File: src/rtl/cfg_i2c_slave.sv
module cfg_i2c_slave #(
  parameter logic [6:0] DEV_ADDR = 7'h5C
) (
  input  logic         clk,
  input  logic         rst_n,
  input  logic         scl_i,
  input  logic         sda_i,
  output logic         sda_oe,
  input  logic         mode_i,
  input  logic [1:0]   strap_i,
  output logic         strap_oe,
  output logic [119:0] act_cfg
);

  typedef enum logic [2:0] {S_IDLE, S_ADDR, S_REG, S_WDAT, S_ACK, S_RDAT, S_RACK} st_t;

  function automatic logic [2:0] grp(input int k);
    if (k <= 3) return 3'd0;
    else if (k <= 6) return 3'd1;
    else if (k <= 9) return 3'd2;
    else if (k <= 13) return 3'(k - 7);
    else return 3'd7;
  endfunction

  logic [1:0] scl_ff, sda_ff, mode_ff, strap_a, strap_b;
  logic       scl_p, sda_p;
  logic [1:0] sel;
  st_t        st, nxt;
  logic [7:0] sh, tx, committed;
  logic [2:0] cnt;
  logic [3:0] ptr;
  logic       full, nak;
  logic [7:0] stage [16];
  logic [7:0] actv [1:15];

  wire scl_s   = scl_ff[1];
  wire sda_s   = sda_ff[1];
  wire rise    = scl_s & ~scl_p;
  wire fall    = ~scl_s & scl_p;
  wire start_c = scl_s & scl_p & sda_p & ~sda_s;
  wire stop_c  = scl_s & scl_p & ~sda_p & sda_s;
  wire idle    = (st == S_IDLE);

  assign strap_oe = mode_ff[1];

  always_ff @(posedge clk or negedge rst_n) begin
    if (!rst_n) begin
      scl_ff  <= 2'b11;
      sda_ff  <= 2'b11;
      scl_p   <= 1'b1;
      sda_p   <= 1'b1;
      mode_ff <= 2'b00;
      strap_a <= 2'b00;
      strap_b <= 2'b00;
      sel     <= 2'b00;
    end else begin
      scl_ff  <= {scl_ff[0], scl_i};
      sda_ff  <= {sda_ff[0], sda_i};
      scl_p   <= scl_s;
      sda_p   <= sda_s;
      mode_ff <= {mode_ff[0], mode_i};
      strap_a <= strap_i;
      strap_b <= strap_a;
      if (!mode_ff[1]) sel <= strap_b;
    end
  end

  always_ff @(posedge clk or negedge rst_n) begin
    if (!rst_n) begin
      st        <= S_IDLE;
      nxt       <= S_IDLE;
      sh        <= '0;
      tx        <= '0;
      cnt       <= '0;
      ptr       <= '0;
      full      <= 1'b0;
      nak       <= 1'b0;
      sda_oe    <= 1'b0;
      committed <= '0;
      for (int k = 0; k < 16; k++) stage[k] <= '0;
      for (int k = 1; k < 16; k++) actv[k] <= '0;
    end else begin
      for (int k = 1; k < 16; k++)
        if (stage[0][grp(k)]) actv[k] <= stage[k];
      committed <= committed | stage[0];
      if (|stage[0]) stage[0] <= '0;

      if (start_c) begin
        st     <= S_ADDR;
        cnt    <= '0;
        full   <= 1'b0;
        sda_oe <= 1'b0;
      end else if (stop_c) begin
        st     <= S_IDLE;
        sda_oe <= 1'b0;
      end else begin
        case (st)
          S_ADDR, S_REG, S_WDAT: begin
            if (rise && !full) begin
              sh  <= {sh[6:0], sda_s};
              cnt <= cnt + 3'd1;
              if (cnt == 3'd7) full <= 1'b1;
            end
            if (fall && full) begin
              full <= 1'b0;
              cnt  <= '0;
              if (st == S_ADDR) begin
                if (sh[7:1] == DEV_ADDR) begin
                  sda_oe <= 1'b1;
                  st     <= S_ACK;
                  nxt    <= sh[0] ? S_RDAT : S_REG;
                end else begin
                  st <= S_IDLE;
                end
              end else if (st == S_REG) begin
                ptr    <= sh[3:0];
                sda_oe <= 1'b1;
                st     <= S_ACK;
                nxt    <= S_WDAT;
              end else begin
                stage[ptr] <= sh;
                ptr        <= ptr + 4'd1;
                sda_oe     <= 1'b1;
                st         <= S_ACK;
                nxt        <= S_WDAT;
              end
            end
          end
          S_ACK: if (fall) begin
            cnt <= '0;
            st  <= nxt;
            if (nxt == S_RDAT) begin
              tx     <= stage[ptr];
              sda_oe <= ~stage[ptr][7];
            end else begin
              sda_oe <= 1'b0;
            end
          end
          S_RDAT: if (fall) begin
            if (cnt == 3'd7) begin
              sda_oe <= 1'b0;
              ptr    <= ptr + 4'd1;
              st     <= S_RACK;
            end else begin
              tx     <= {tx[6:0], 1'b0};
              sda_oe <= ~tx[6];
              cnt    <= cnt + 3'd1;
            end
          end
          S_RACK: begin
            if (rise) nak <= sda_s;
            if (fall) begin
              if (nak) begin
                st <= S_IDLE;
              end else begin
                tx     <= stage[ptr];
                sda_oe <= ~stage[ptr][7];
                cnt    <= '0;
                st     <= S_RDAT;
              end
            end
          end
          default: ;
        endcase
      end
    end
  end

  for (genvar k = 1; k < 16; k++) begin : g_out
    assign act_cfg[(k-1)*8 +: 8] = committed[grp(k)] ? actv[k] : {sel, 2'b10, 4'(k)};
  end

endmodule


File: config.mk
export PLATFORM = sky130hd
export DESIGN_NAME = cfg_i2c_slave
export DESIGN_NICKNAME = d
export VERILOG_FILES = /design/src/rtl/cfg_i2c_slave.sv
export SDC_FILE = /design/constraint.sdc
export NUM_CORES = 1
export LEC_CHECK = 0
export BUFFER_PORTS_ARGS = -buffer_cell sky130_fd_sc_hd__buf_2
export CAP_MARGIN = 20
export CORE_MARGIN = 3
export CORE_UTILIZATION = 64
export CTS_CLUSTER_SIZE = 12
export DETAILED_ROUTE_END_ITERATION = 6
export PLACE_DENSITY = 0.95
export SYNTH_ARGS = -nofsm -noshare
export SYNTH_HDL_FRONTEND = slang
export SYNTH_SLANG_ARGS = --single-unit
export TNS_END_PERCENT = 10
File: constraint.sdc
create_clock -name clk -period 4.54 [get_ports clk]
set_input_delay 0 -clock clk [delete_from_list [all_inputs] [get_ports clk]]
set_output_delay 0 -clock clk [all_outputs]
set_load 0.005 [all_outputs]
==> results list <==
- Run status: finished clean
* Largest buffer count on any clock path: 3
- The number of antenna violations at the first check in global routing is 0.
- Highest achievable clock rate: approximately 360 MHz
- Counting both buffers and inverters, the worst setup path holds a total of 1.
* Average cell area after synthesis: between 10 and 15 um^2
- TritonCTS clock tree: done
- For this run, the total global-route usage over all layers was measured as 0.279.
- After detailed routing, the number of vias per cell comes to between 6 and 7.
- Final TNS setup: 0 ps
* Critical-path cell list: inv_2 > nor4_4 > and3b_1 > nand2_2 > mux2_1
- Final clock period utilization by the worst path: 0.605
- Final hold viol count: 0
- CP max-delay cell: sky130_fd_sc_hd__nor4_4
- In the final routed layout, each cell accounts on average for 22.5 um.
- Number of buffers inserted by port buffering: 128
* Maximum Capacitance Violations: 0
* Number of buffers created by CTS: 31
* Post-Place Setup Slack: 1870 ps
- Clock edge transition at the registers on the reported setup and hold paths: 60 ps
- Yosys top cell by area: sky130_fd_sc_hd__dfrtp_1
- Synthesis produced a netlist with a net count of about 1.1k.
* FF-to-FF setup slack: 1790 ps
- Ratio of cells with drive above 1 in the final layout: 0.384
* Detailed-route DRC error count: 0
* Layout Area Growth over Synthesis: 13.1%
- After the first detailed-routing iteration, the DRC count stood at approximately 800.
- Number of placement rows: 52
- Non-filler instance count after layout: between 1k and 1.5k
- Overall die area: approximately 23,000 um^2
* Dominant cells by area after synthesis: sky130_fd_sc_hd__dfrtp_1, sky130_fd_sc_hd__mux2_2, sky130_fd_sc_hd__mux2i_1, sky130_fd_sc_hd__nand2b_1, sky130_fd_sc_hd__mux2_1
* Total wire length after detailed routing: 32.5 mm
- The design draws 6.15 mW.
- In this run the clock root is driven by a sky130_fd_sc_hd__clkbuf_16.
- Clock skew: about 15 ps
* Setup Crit Path Kind: reg -> reg
- The synthesized design contains 0 enable-type register cells.
- Clock sinks: 301
- Entering global routing, the biggest net connects 107 pins.
- Once detailed placement completed, the half-perimeter wirelength came to ~21 mm.
- Worst voltage drop across the vdd grid: 0.000331 V
- Gates resized during post-CTS repair numbered 0.
- Post-synthesis instance area: between 10,000 and 15,000 um^2
- Die Y: 152 um
- The die is 152 um wide.
- The cell count after synthesis came out at roughly 1.0k.
* Async SR Flop Fraction: 1.00
- Tracing the worst setup path back leads to its startpoint at st[1]$_DFFE_PN0P_.
- Number of slew-limit violations in the final report: 0
* Family with the most delay on the worst path: simple AND/OR/NAND/NOR gates
* Kind of path behind the tightest hold check: in -> async
- The Yosys step of the flow raised 0 warnings.
- The share of synthesized area in the top cell type comes to 0.542.
* Dominant cell by count in the synthesized netlist: sky130_fd_sc_hd__dfrtp_1
- Sequential cell area fraction in the yosys report: 0.553
* Slew margin rel.: 0.261
* Final setup violation count: 0
- LEAKAGE: between 7 and 8 nW
- Launch instance of the worst register-to-register path: st[1]$_DFFE_PN0P_
- Power Density: 399 nW/um^2
* Post-route ant nets: 0
- Dominant register cell in the synthesized netlist: sky130_fd_sc_hd__dfrtp_1
* H-tree level count: 1
- Data arrives at the worst endpoint at 3180 ps.
- Sort of element at the end of the critical path: register
- For the worst-skew pair, the clock arrives at the later sink with an insertion delay of 560 ps.
* Library cells used by synthesis: 54
- At the pin with the least slew margin, the transition time is ~1100 ps.
- The worst register-to-register path has a depth of 5.
* Grt total ovfl: 0
- In this run, placement finished with an instance count of 1,383.
- Global-route wire length before repair: 52.3 mm
- Critical Path RT: around 5000 ps
- Crit start category: register
* Starting density of the core: 0.663
- On the worst path, the slowest cell contributes a delay of 850 ps.
* Count of inserted antenna diode cells: 0
- Unrepaired setup endpoints after global routing: false
- After floorplanning, the core was sized to cover 20,600 um^2.
- Synth cell count leaders: sky130_fd_sc_hd__dfrtp_1, sky130_fd_sc_hd__mux2_2, sky130_fd_sc_hd__nand2_1
- For this block, the via count after detailed routing is approximately 9k.
- After synthesis the netlist holds a flip-flop and latch count of 301.
- Total Nets Final: 1,166
* Top fanout value on the critical path: 16
- At the end of routability-driven placement, the weighted congestion stood at 0.970.
- ~130 I/O pins were placed.
* Drt pass-1 iters: 5
- Worst setup slack after layout: 1790 ps
* Tmin final: 2750 ps
- The number of global-route vias before repair came to 9,259.
==> layout by cell type, fill, tap and decap left out, types with 18 or more instances in the layout <==
cell | Yosys | routed
sky130_fd_sc_hd__dfrtp_1 | 295 | 294
sky130_fd_sc_hd__mux2_2 | 232 | 232
sky130_fd_sc_hd__buf_2 | 13 | 127
sky130_fd_sc_hd__nand2_1 | 67 | 67
sky130_fd_sc_hd__nand2b_1 | 60 | 60
sky130_fd_sc_hd__mux2i_1 | 54 | 54
sky130_fd_sc_hd__and2_1 | 52 | 52
sky130_fd_sc_hd__mux2_1 | 32 | 32
sky130_fd_sc_hd__clkbuf_16 | 0 | 31
sky130_fd_sc_hd__a22oi_1 | 20 | 20
sky130_fd_sc_hd__nor2_1 | 18 | 18
==> area by class of cell <==
class,instances,area [um^2]
clock buffer,47,886
clock inverter,6,62.6
fill,1215,5140
inverter,7,26.3
multi-input combinational,673,5800
sequential,301,7540
tap,270,338
timing repair buffer,139,756
==> cells by family (layout without fill, tap and decap cells) <==
family / count (synthesis) / count (layout) / synth area share
muxes: 325 / 325 / 0.269
DFF: 301 / 301 / 0.553
and+or+nand+nor: 259 / 259 / 0.109
AOI/OAI and AO/OA: 83 / 83 / 0.0420
buffers and inverters: 71 / 199 / 0.0210
adders and majority gates: 6 / 6 / 0.00551
==> worst max-delay path by stage <==
| stage | end | depth (start not counted) |
|---|---|---|
| 5_1_grt | register | 5 |
| 4_1_cts | register | 5 |
| 6_report | register | 5 |
| 3_5_place_dp | register | 5 |
| 2_1_floorplan | register | 7 |
| 3_3_place_gp | register | 5 |
==> metal layers <==
metal / GRT usage / wire length [um] / vias to the layer above / share of wire
met5: 0 / 0 / - / 0
met4: 0.0938 / 1150 / 0 / 0.035
met3: 0.0469 / 2430 / 96 / 0.075
met2: 0.459 / 15700 / 435 / 0.48
met1: 0.384 / 13300 / 4552 / 0.41
li1: - / - / 3904 / -
==> report_power, final <==
part	switching (mW)	internal, mW	total (mW)	leakage (nW)
clock	1.01	1.39	2.40	0.465
sequential	0.307	2.77	3.07	4.15
combinational	0.353	0.331	0.684	2.92
total	1.67	4.49	6.15	7.53
==> timing repair <==
| item | 4_1_cts | 5_1_grt |
|---|---|---|
| hold buffers | 6 | 0 |
| endpoints found under the hold margin | 107 | 0 |
| setup buffers | 0 | 0 |
==> through the flow <==
| stage | hold WS, ps | cell area, um^2 | util |
|---|---|---|---|
| after global placement | 81.7 | 14400 | 0.700 |
| after CTS | 77.4 | 15400 | 0.749 |
| final | 49.0 | 15400 | 0.750 |
| after global routing | 102 | 15400 | 0.750 |
| after detailed placement | 79.4 | 14400 | 0.700 |
| after floorplan | -296 | 13600 | - |
No activity file was read; power rests on OpenSTA's default activity.
